## src/rtl/scoreboard_pkg.sv

```systemverilog
package scoreboard_pkg;

    localparam int DIGIT_W = 4;
    localparam int PTS_W   = 2;
    localparam int TEAMS   = 2;

    // team index as carried on cmd_team
    localparam logic TEAM_YEL = 1'b0;
    localparam logic TEAM_RED = 1'b1;

    typedef enum logic [1:0] {
        PH_IDLE,
        PH_RUN,
        PH_DONE
    } phase_e;

    typedef struct packed {
        logic [DIGIT_W-1:0] tens;
        logic [DIGIT_W-1:0] units;
    } bcd2_t;

endpackage

```

## src/rtl/bcd_sat_add.sv

```systemverilog
module bcd_sat_add
    import scoreboard_pkg::*;
(
    input  bcd2_t            cur,
    input  logic [PTS_W-1:0] pts,
    output bcd2_t            sum
);
    localparam logic [DIGIT_W:0] NINE = (DIGIT_W+1)'(9);
    localparam logic [DIGIT_W:0] TEN  = (DIGIT_W+1)'(10);

    logic [DIGIT_W:0] units_raw;
    logic [DIGIT_W:0] tens_raw;
    logic             carry;

    always_comb begin
        units_raw = {1'b0, cur.units} + (DIGIT_W+1)'(pts);
        carry     = (units_raw > NINE);
        if (carry) begin
            units_raw = units_raw - TEN;
        end
        tens_raw = {1'b0, cur.tens} + (DIGIT_W+1)'(carry);
        if (tens_raw > NINE) begin
            sum.tens  = DIGIT_W'(9);
            sum.units = DIGIT_W'(9);
        end else begin
            sum.tens  = tens_raw[DIGIT_W-1:0];
            sum.units = units_raw[DIGIT_W-1:0];
        end
    end
endmodule

```

## src/rtl/blink_divider.sv

```systemverilog
module blink_divider #(
    parameter int HALF_PERIOD = 6_250_000
) (
    input  logic clk,
    input  logic rst,
    input  logic restart,
    input  logic en,
    output logic lit
);
    localparam int CNT_W = (HALF_PERIOD > 2) ? $clog2(HALF_PERIOD) : 1;
    localparam logic [CNT_W-1:0] LAST = CNT_W'(HALF_PERIOD - 1);

    typedef struct packed {
        logic [CNT_W-1:0] cnt;
        logic             lit;
    } div_t;

    div_t div_d, div_q;

    always_comb begin
        div_d = div_q;
        if (restart) begin
            div_d.cnt = '0;
            div_d.lit = 1'b1;
        end else if (en) begin
            if (div_q.cnt == LAST) begin
                div_d.cnt = '0;
                div_d.lit = ~div_q.lit;
            end else begin
                div_d.cnt = div_q.cnt + 1'b1;
            end
        end
    end

    always_ff @(posedge clk) begin
        if (rst) begin
            div_q <= '0;
        end else begin
            div_q <= div_d;
        end
    end

    assign lit = div_q.lit;
endmodule

```

## src/rtl/scoreboard_ctrl.sv

```systemverilog
module scoreboard_ctrl
    import scoreboard_pkg::*;
#(
    parameter int HALF_PERIOD = 6_250_000
) (
    input  logic               clk,
    input  logic               rst,
    input  logic               match_on,
    input  logic               cmd_valid,
    input  logic               cmd_team,
    input  logic [PTS_W-1:0]   cmd_points,
    output logic [DIGIT_W-1:0] yel_tens,
    output logic [DIGIT_W-1:0] yel_units,
    output logic [DIGIT_W-1:0] red_tens,
    output logic [DIGIT_W-1:0] red_units,
    output logic               led_yellow,
    output logic               led_red
);
    typedef struct packed {
        phase_e                 phase;
        bcd2_t [TEAMS-1:0]      score;
        logic  [TEAMS-1:0]      led;
    } st_t;

    st_t st_d, st_q;

    bcd2_t [TEAMS-1:0] sum;
    logic              open_now;
    logic              close_now;
    logic              accept;
    logic              blink_lit;
    logic              yel_leads;
    logic              red_leads;

    // one saturating BCD adder per team
    for (genvar g = 0; g < TEAMS; g++) begin : g_team
        bcd_sat_add u_add (
            .cur (st_q.score[g]),
            .pts (cmd_points),
            .sum (sum[g])
        );
    end

    blink_divider #(
        .HALF_PERIOD (HALF_PERIOD)
    ) u_blink (
        .clk     (clk),
        .rst     (rst),
        .restart (close_now),
        .en      (st_q.phase == PH_DONE),
        .lit     (blink_lit)
    );

    always_comb begin
        st_d      = st_q;
        open_now  = match_on && (st_q.phase != PH_RUN);
        close_now = !match_on && (st_q.phase == PH_RUN);
        accept    = cmd_valid && match_on && (st_q.phase == PH_RUN)
                    && (cmd_points != '0);
        if (open_now) begin
            st_d.phase = PH_RUN;
            st_d.score = '0;
            st_d.led   = '0;
        end else if (close_now) begin
            st_d.phase = PH_DONE;
        end else if (accept) begin
            st_d.score[cmd_team] = sum[cmd_team];
            st_d.led             = '0;
            st_d.led[cmd_team]   = 1'b1;
        end
    end

    always_ff @(posedge clk) begin
        if (rst) begin
            st_q <= '{phase: PH_IDLE, score: '0, led: '0};
        end else begin
            st_q <= st_d;
        end
    end

    // packed BCD pairs compare in numeric order since each digit is 0..9
    assign yel_leads = st_q.score[TEAM_YEL] > st_q.score[TEAM_RED];
    assign red_leads = st_q.score[TEAM_RED] > st_q.score[TEAM_YEL];

    always_comb begin
        if (st_q.phase == PH_DONE) begin
            led_yellow = blink_lit && yel_leads;
            led_red    = blink_lit && red_leads;
        end else begin
            led_yellow = st_q.led[TEAM_YEL];
            led_red    = st_q.led[TEAM_RED];
        end
    end

    assign yel_tens  = st_q.score[TEAM_YEL].tens;
    assign yel_units = st_q.score[TEAM_YEL].units;
    assign red_tens  = st_q.score[TEAM_RED].tens;
    assign red_units = st_q.score[TEAM_RED].units;
endmodule

```

## config.mk

```make
export PLATFORM = sky130hd
export DESIGN_NAME = scoreboard_ctrl
export DESIGN_NICKNAME = d
export VERILOG_FILES = /design/src/rtl/scoreboard_pkg.sv /design/src/rtl/bcd_sat_add.sv /design/src/rtl/blink_divider.sv /design/src/rtl/scoreboard_ctrl.sv
export SDC_FILE = /design/constraint.sdc
export NUM_CORES = 1
export LEC_CHECK = 0
export BUFFER_PORTS_ARGS = -buffer_cell sky130_fd_sc_hd__buf_2
export CAP_MARGIN = 0
export CORE_ASPECT_RATIO = 0.5
export CORE_MARGIN = 2
export CORE_UTILIZATION = 35
export CTS_CLUSTER_SIZE = 12
export DETAILED_ROUTE_END_ITERATION = 10
export PLACE_DENSITY = 0.57
export SLEW_MARGIN = 10
export SYNTH_ARGS = -nofsm -noshare
export SYNTH_HDL_FRONTEND = slang
export SYNTH_HIERARCHICAL = 1
export SYNTH_SLANG_ARGS = --single-unit
```

## constraint.sdc

```tcl
create_clock -name clk -period 4.4 [get_ports clk]
set_input_delay 0 -clock clk [delete_from_list [all_inputs] [get_ports clk]]
set_output_delay 0 -clock clk [all_outputs]
set_load 0.02 [all_outputs]
```

==> results of run 1 <==
## cells in the final DEF, fill, tap and decap left out, drive strengths merged, types with 15 or more instances in the layout
cell type and n:
a21oi 32, buf 26, dfxtp 44, ha 21, inv 26, mux2i 20
nand2 18, nand3 16, nor2 42, nor3 15
## critical path, cell delays in order, from the launching register on
cell	delay, ns
dfxtp_1	0.39
ha_1	0.22
inv_1	0.07
fa_1	0.69
nand2_1	0.16
a21oi_1	0.16
nor3_1	0.08
ha_1	0.23
ha_1	0.31
nand2b_1	0.15
a41oi_1	0.19
a21oi_1	0.13
or2_2	0.31
mux2i_1	0.14
nor2_1	0.05
## cell type report
type | count | area [sq um]
clock buffer | 8 | 146
fill | 898 | 5340
inverter | 26 | 97.6
multi-input combinational | 278 | 1950
sequential | 44 | 881
tap | 117 | 146
timing repair buffer | 27 | 145
## power groups by stage
stage | combinational, mW | sequential [mW] | clock (mW)
final | 0.0473 | 0.404 | 0.372
after global routing | 0.0532 | 0.404 | 0.403
after CTS | 0.0483 | 0.404 | 0.383
after detailed placement | 0.0476 | 0.412 | 0
after global placement | 0.0474 | 0.412 | 0
after floorplan | 0.0351 | 0.412 | 0
## timing repair
| item | CTS | global route |
|---|---|---|
| hold buffers | 1 | 0 |
| endpoints found under the setup margin | 0 | 0 |
| hold endpoints to repair | 2 | 0 |
## path summary, 6_finish.rpt
kind                          start           endpoint  slack, ns  cells past startpoint
setup / recovery               flop               flop        1.0                     14
hold / removal             match_on           st_q[18]       0.17                      4
setup reg to reg               flop               flop        1.0                     14
hold reg to reg   u_blink/div_q[18]  u_blink/div_q[18]       0.49                      2
## metal layers
layer / track usage [%] / vias up / part of all wire [%]
met1: 17.7 / 1186 / 52
met5: 0 / - / 0
li1: - / 1337 / -
met2: 21.7 / 14 / 45
met4: 3.40 / 0 / 1.0
met3: 2.22 / 8 / 2.0
## per-stage QoR
stage                     instances  power (mW)
after floorplan                 378       0.447
after global placement          491       0.460
after detailed placement        491       0.460
after CTS                       500       0.835
after global routing            500       0.860
final                           500       0.822
## logic make-up after synthesis
logic type,Yosys count,synth area share [%]
XOR/XNOR,17,5.22
adder cells (fa/ha/maj),23,9.64
buffers and inverters,56,9.80
flip-flops,44,28.0
AND/OR/NAND/NOR,150,27.3
multiplexers,20,6.37
AO/OA/AOI/OAI,68,13.6
==> flow_summary.json, run 1 <==
{
  "status": "complete, no violations",
  "async_flop_share_pct": 0,
  "syn-instance-count": 378,
  "dp_hpwl_um": 4440,
  "ys_types": 53,
  "cts_buffers": 5,
  "swShare_pct": 21.5,
  "drive_gt1_share_pct": 14.4,
  "cp-start-kind": "flop",
  "drc": 0,
  "yosysTopAreaCell": "dfxtp_1",
  "ios": 25,
  "final_nets": 412,
  "finalSetupViolations": 0,
  "tns_ns": 0,
  "synth_seq_cells": 44,
  "crit_path_max_fanout": 8,
  "track_usage_pct": 13.1,
  "post-route-min-period_ns": 3.40,
  "required_ns": 4.56,
  "row_count": 24,
  "grt_pass1_vias": 2291,
  "yosysSeqAreaShare_pct": 28.0,
  "powerDensity_mw_per_mm2": 244,
  "rsz0062_at_grt": "false",
  "syn_nets": 408,
  "die_h_um": 71.0,
  "pwr-share-clk_pct": 45.2,
  "arrival_ns": 3.57,
  "peakVddDrop_mv": 0.143,
  "cts_tree": "yes",
  "p_switching_mw": 0.177,
  "maxSlewViolCount": 0,
  "p_leak_nw": 1.25,
  "die_area_sq_mm": 0.00980,
  "clockBufferDepth": 2,
  "relSlewSlack_pct": 46.6,
  "grt_overflow": 0,
  "port-buffer-count": 24,
  "drt_iter0_drc": 133,
  "hold_slack_ns": 0.173,
  "combPwrFrac_pct": 5.7,
  "tightest_slew_ns": 0.797,
  "core_area_sq_mm": 0.00871,
  "max_freq_mhz": 294,
  "die_w_um": 138,
  "cts_sinks": 44,
  "dp_slack_ns": 0.984,
  "routedWlPerCell_um": 12.1,
  "fin_skew_ns": 0.00557,
  "yosys_most_used_dff": "dfxtp_1",
  "grt_pass1_wl_um": 10500,
  "final_util_pct": 38.7,
  "hp-class": "primary input to flop",
  "critPathKind": "flop to flop",
  "grt_antenna_before_repair": 0,
  "place_area_sq_mm": 0.00321,
  "diodes": 0,
  "synth_common_cells": "dfxtp_1, nor2_1, a21oi_1, inv_1, ha_1",
  "grt_max_degree": 24,
  "synth_area_leaders": "dfxtp_1, ha_1, mux2i_1",
  "dr.pass1.iters": 4,
  "hold_viol": 0,
  "power_frac_seq_pct": 49.1,
  "cts-root-buf": "clkbuf_16",
  "ctsResizeCount": 0,
  "start_util_pct": 36.1,
  "end_kind": "flop",
  "clkTransAtPathRegs_ns": 0.06,
  "wl_um": 6060,
  "viasPerCell": 5.09,
  "ant_nets": 0,
  "gp_congestion": 0.814,
  "synth_warnings": 6,
  "synth-edff-count": 0,
  "fin_area_sq_mm": 0.00337,
  "cap_violations": 0,
  "syn_area_sq_mm": 0.00314,
  "yosys.area.top_type_share_pct": 28.0,
  "internal-power_mw": 0.646,
  "yosysMostFrequentCell": "dfxtp_1",
  "post_cts_buffers": 0,
  "finalWorstSetupSlack_ns": 0.995,
  "clkLatencyLatePin_ns": 0.28,
  "num_vias": 2545,
  "syn_avg_cell_area_sq_um": 8.31,
  "final.period_utilization_pct": 77.4,
  "cts_max_level": 2,
  "synthToLayoutAreaGrowth_pct": 7.25
}
(Power assumes the default switching activity.)
==> inputs of run 2 (changes only) <==
Settings changed: ABC_AREA from default to 1.
Clock period 4.4 ns to 3.4 ns, I/O delays scaled along.
==> run 2 against run 1 <==
Effect of this change:
- count of clock-buffer cells in the layout shrank 2
- global-route usage grew 1.1 points
- utilization grew 0.46 points
- die area grew 7.1%
- clock power grew 35%
- largest power group unchanged
==> flow_summary.json, run 2 <==
{
  "status": "complete, no violations",
  "grt_max_degree": 20,
  "finalSetupViolations": 0,
  "r2r_setup_slack_ns": 0.57,
  "cp-start-kind": "flop",
  "ant_nets": 0,
  "cts_sinks": 44,
  "synthToLayoutAreaGrowth_pct": 9.23,
  "grt_antenna_before_repair": 0,
  "ctsResizeCount": 0,
  "final_util_pct": 39.1,
  "drc": 0,
  "die_h_um": 73.4,
  "drive_gt1_share_pct": 13.0,
  "syn_area_sq_mm": 0.00337,
  "layout_common_cells": "nand2_1, inv_1, nor2_1",
  "fin_skew_ns": 0.00535,
  "yosys.area.top_type_share_pct": 26.1,
  "dr.pass1.iters": 4,
  "syn-instance-count": 518,
  "hp-start": "match_on",
  "die_w_um": 143,
  "fillers": 1028,
  "hold_slack_ns": 0.131,
  "gp_congestion": 0.821,
  "maxSlewViolCount": 0,
  "yosys_most_used_dff": "dfxtp_1",
  "async_flop_share_pct": 0,
  "cts_max_level": 2,
  "cts-root-buf": "clkbuf_16",
  "syn_nets": 548,
  "rsz0062_at_grt": "false",
  "synth_seq_cells": 44,
  "hp-class": "primary input to flop",
  "worstHoldEndpoint": "st_q[18]",
  "synth_common_cells": "nand2_1, inv_1, nor2_1, dfxtp_1, nand3_1",
  "wl_um": 6760,
  "synth-edff-count": 0,
  "powerDensity_mw_per_mm2": 321,
  "ios": 25,
  "post-route-min-period_ns": 2.83,
  "yosysMostFrequentCell": "nand2_1",
  "die_area_sq_mm": 0.0105,
  "diodes": 0,
  "ys_types": 36,
  "yosysSeqAreaShare_pct": 26.1,
  "tns_ns": 0,
  "final.period_utilization_pct": 83.2,
  "hold_path_depth": 4,
  "cap_violations": 0,
  "track_usage_pct": 14.2,
  "cts_buffers": 5,
  "drt_iter0_drc": 123,
  "p_leak_nw": 1.86,
  "viasPerCell": 4.29,
  "synth_area_leaders": "dfxtp_1, nand2_1, inv_1",
  "tightest_slew_ns": 0.496,
  "routedWlPerCell_um": 10.1,
  "start_util_pct": 35.8,
  "grt_pass1_wl_um": 11800,
  "grt_pass1_vias": 2621,
  "ff2ff_path_depth": 18,
  "clkTransAtPathRegs_ns": 0.06,
  "final_nets": 561,
  "clkLatencyLatePin_ns": 0.29,
  "hold_viol": 0,
  "final_common_cell": "nand2_1",
  "yosysTopAreaCell": "dfxtp_1",
  "syn_avg_cell_area_sq_um": 6.51,
  "end_kind": "flop",
  "core_area_sq_mm": 0.00942,
  "port-buffer-count": 24,
  "row_count": 25,
  "max_freq_mhz": 354,
  "relSlewSlack_pct": 66.8,
  "dp_hpwl_um": 5260,
  "cts_tree": "yes",
  "num_vias": 2859,
  "required_ns": 3.64,
  "clockBufferDepth": 2,
  "peakVddDrop_mv": 0.160,
  "grt_overflow": 0,
  "arrival_ns": 3.06,
  "crit_path_max_fanout": 6,
  "synth_warnings": 6,
  "critPathKind": "flop to flop"
}
run 2: cell count changes in the layout (fill, tap and decap cells not counted), moves of 9 or more:
| cell | before | now |
|---|---|---|
| or3_1 | 9 | 0 |
| nor2_1 | 42 | 66 |
| nand4_1 | 6 | 18 |
| nand2_1 | 18 | 123 |
| mux2i_1 | 20 | 0 |
| nand3_1 | 15 | 25 |
| inv_1 | 26 | 111 |
| a21oi_1 | 31 | 17 |
run 2: layer usage:
layer	wire length (um)	share of wire (%)	up-vias	GRT usage (%)
met5	0	0	-	0
met4	92	1.4	0	4.62
met3	167	2.5	8	3.32
met2	2940	43	19	23.2
met1	3570	53	1237	18.7
li1	-	-	1595	-
run 2: stage by stage:
| stage | cells | worst slack, ns | power [mW] | area [sq um] |
|---|---|---|---|---|
| 3_3_place_gp | 658 | 0.630 | 0.694 | 3530 |
| 2_1_floorplan | 518 | 0.768 | 0.663 | 3370 |
| 4_1_cts | 667 | 0.545 | 1.21 | 3690 |
| 5_1_grt | 667 | 0.230 | 1.25 | 3690 |
| 3_5_place_dp | 658 | 0.563 | 0.694 | 3530 |
| 6_report | 667 | 0.572 | 1.18 | 3690 |
run 2: repair_timing:
action,in CTS,in global routing
hold buffers,1,0
setup buffers,0,0
hold endpoints to repair,2,0
run 2: cell families after synthesis:
family	count (synthesis)	synth area share, %
buffers and inverters	137	17.4
adder cells (fa/ha/maj)	23	8.97
flip-flops	44	26.1
AO/OA/AOI/OAI	33	5.38
XOR/XNOR	7	2.26
AND/OR/NAND/NOR	274	39.9
run 2: final cells by class:
class	count	area (sq um)	share of cell area, %
Inverter	116	435	11.8
Timing Repair Buffer	27	145	3.94
Sequential cell	44	881	23.9
Clock buffer	6	139	3.77
Multi-Input combinational cell	337	1910	51.7
Clock inverter	2	10.0	0.272
Tap cell	135	169	4.58
run 2: how the worst max path moves through the flow:
stage,slack (ns),end
floorplan,0.77,flop
global placement,0.63,flop
CTS,0.54,flop
finish,0.57,flop
global route,0.23,flop
detailed placement,0.56,flop
run 2: power breakdown:
group / total, mW / internal [mW] / switching (mW)
clock: 0.503 / 0.290 / 0.213
combinational: 0.149 / 0.0480 / 0.101
sequential: 0.532 / 0.524 / 0.00785
total: 1.18 / 0.862 / 0.322
run 2: worst max-delay path, cell delays in order, from the launching register on:
cell and delay, ns:
dfxtp_1 0.38, ha_1 0.21, inv_1 0.06, fa_1 0.57, nand3_2 0.12, nand3_4 0.12, nand2_1 0.06, ha_1 0.21
ha_1 0.21, xor2_1 0.17, nor2_1 0.09, nand2_1 0.08, nand2_2 0.11, nand2_1 0.06, nor2_1 0.09, inv_1 0.05
nand4_1 0.07, nand2_1 0.05, nor2_1 0.07
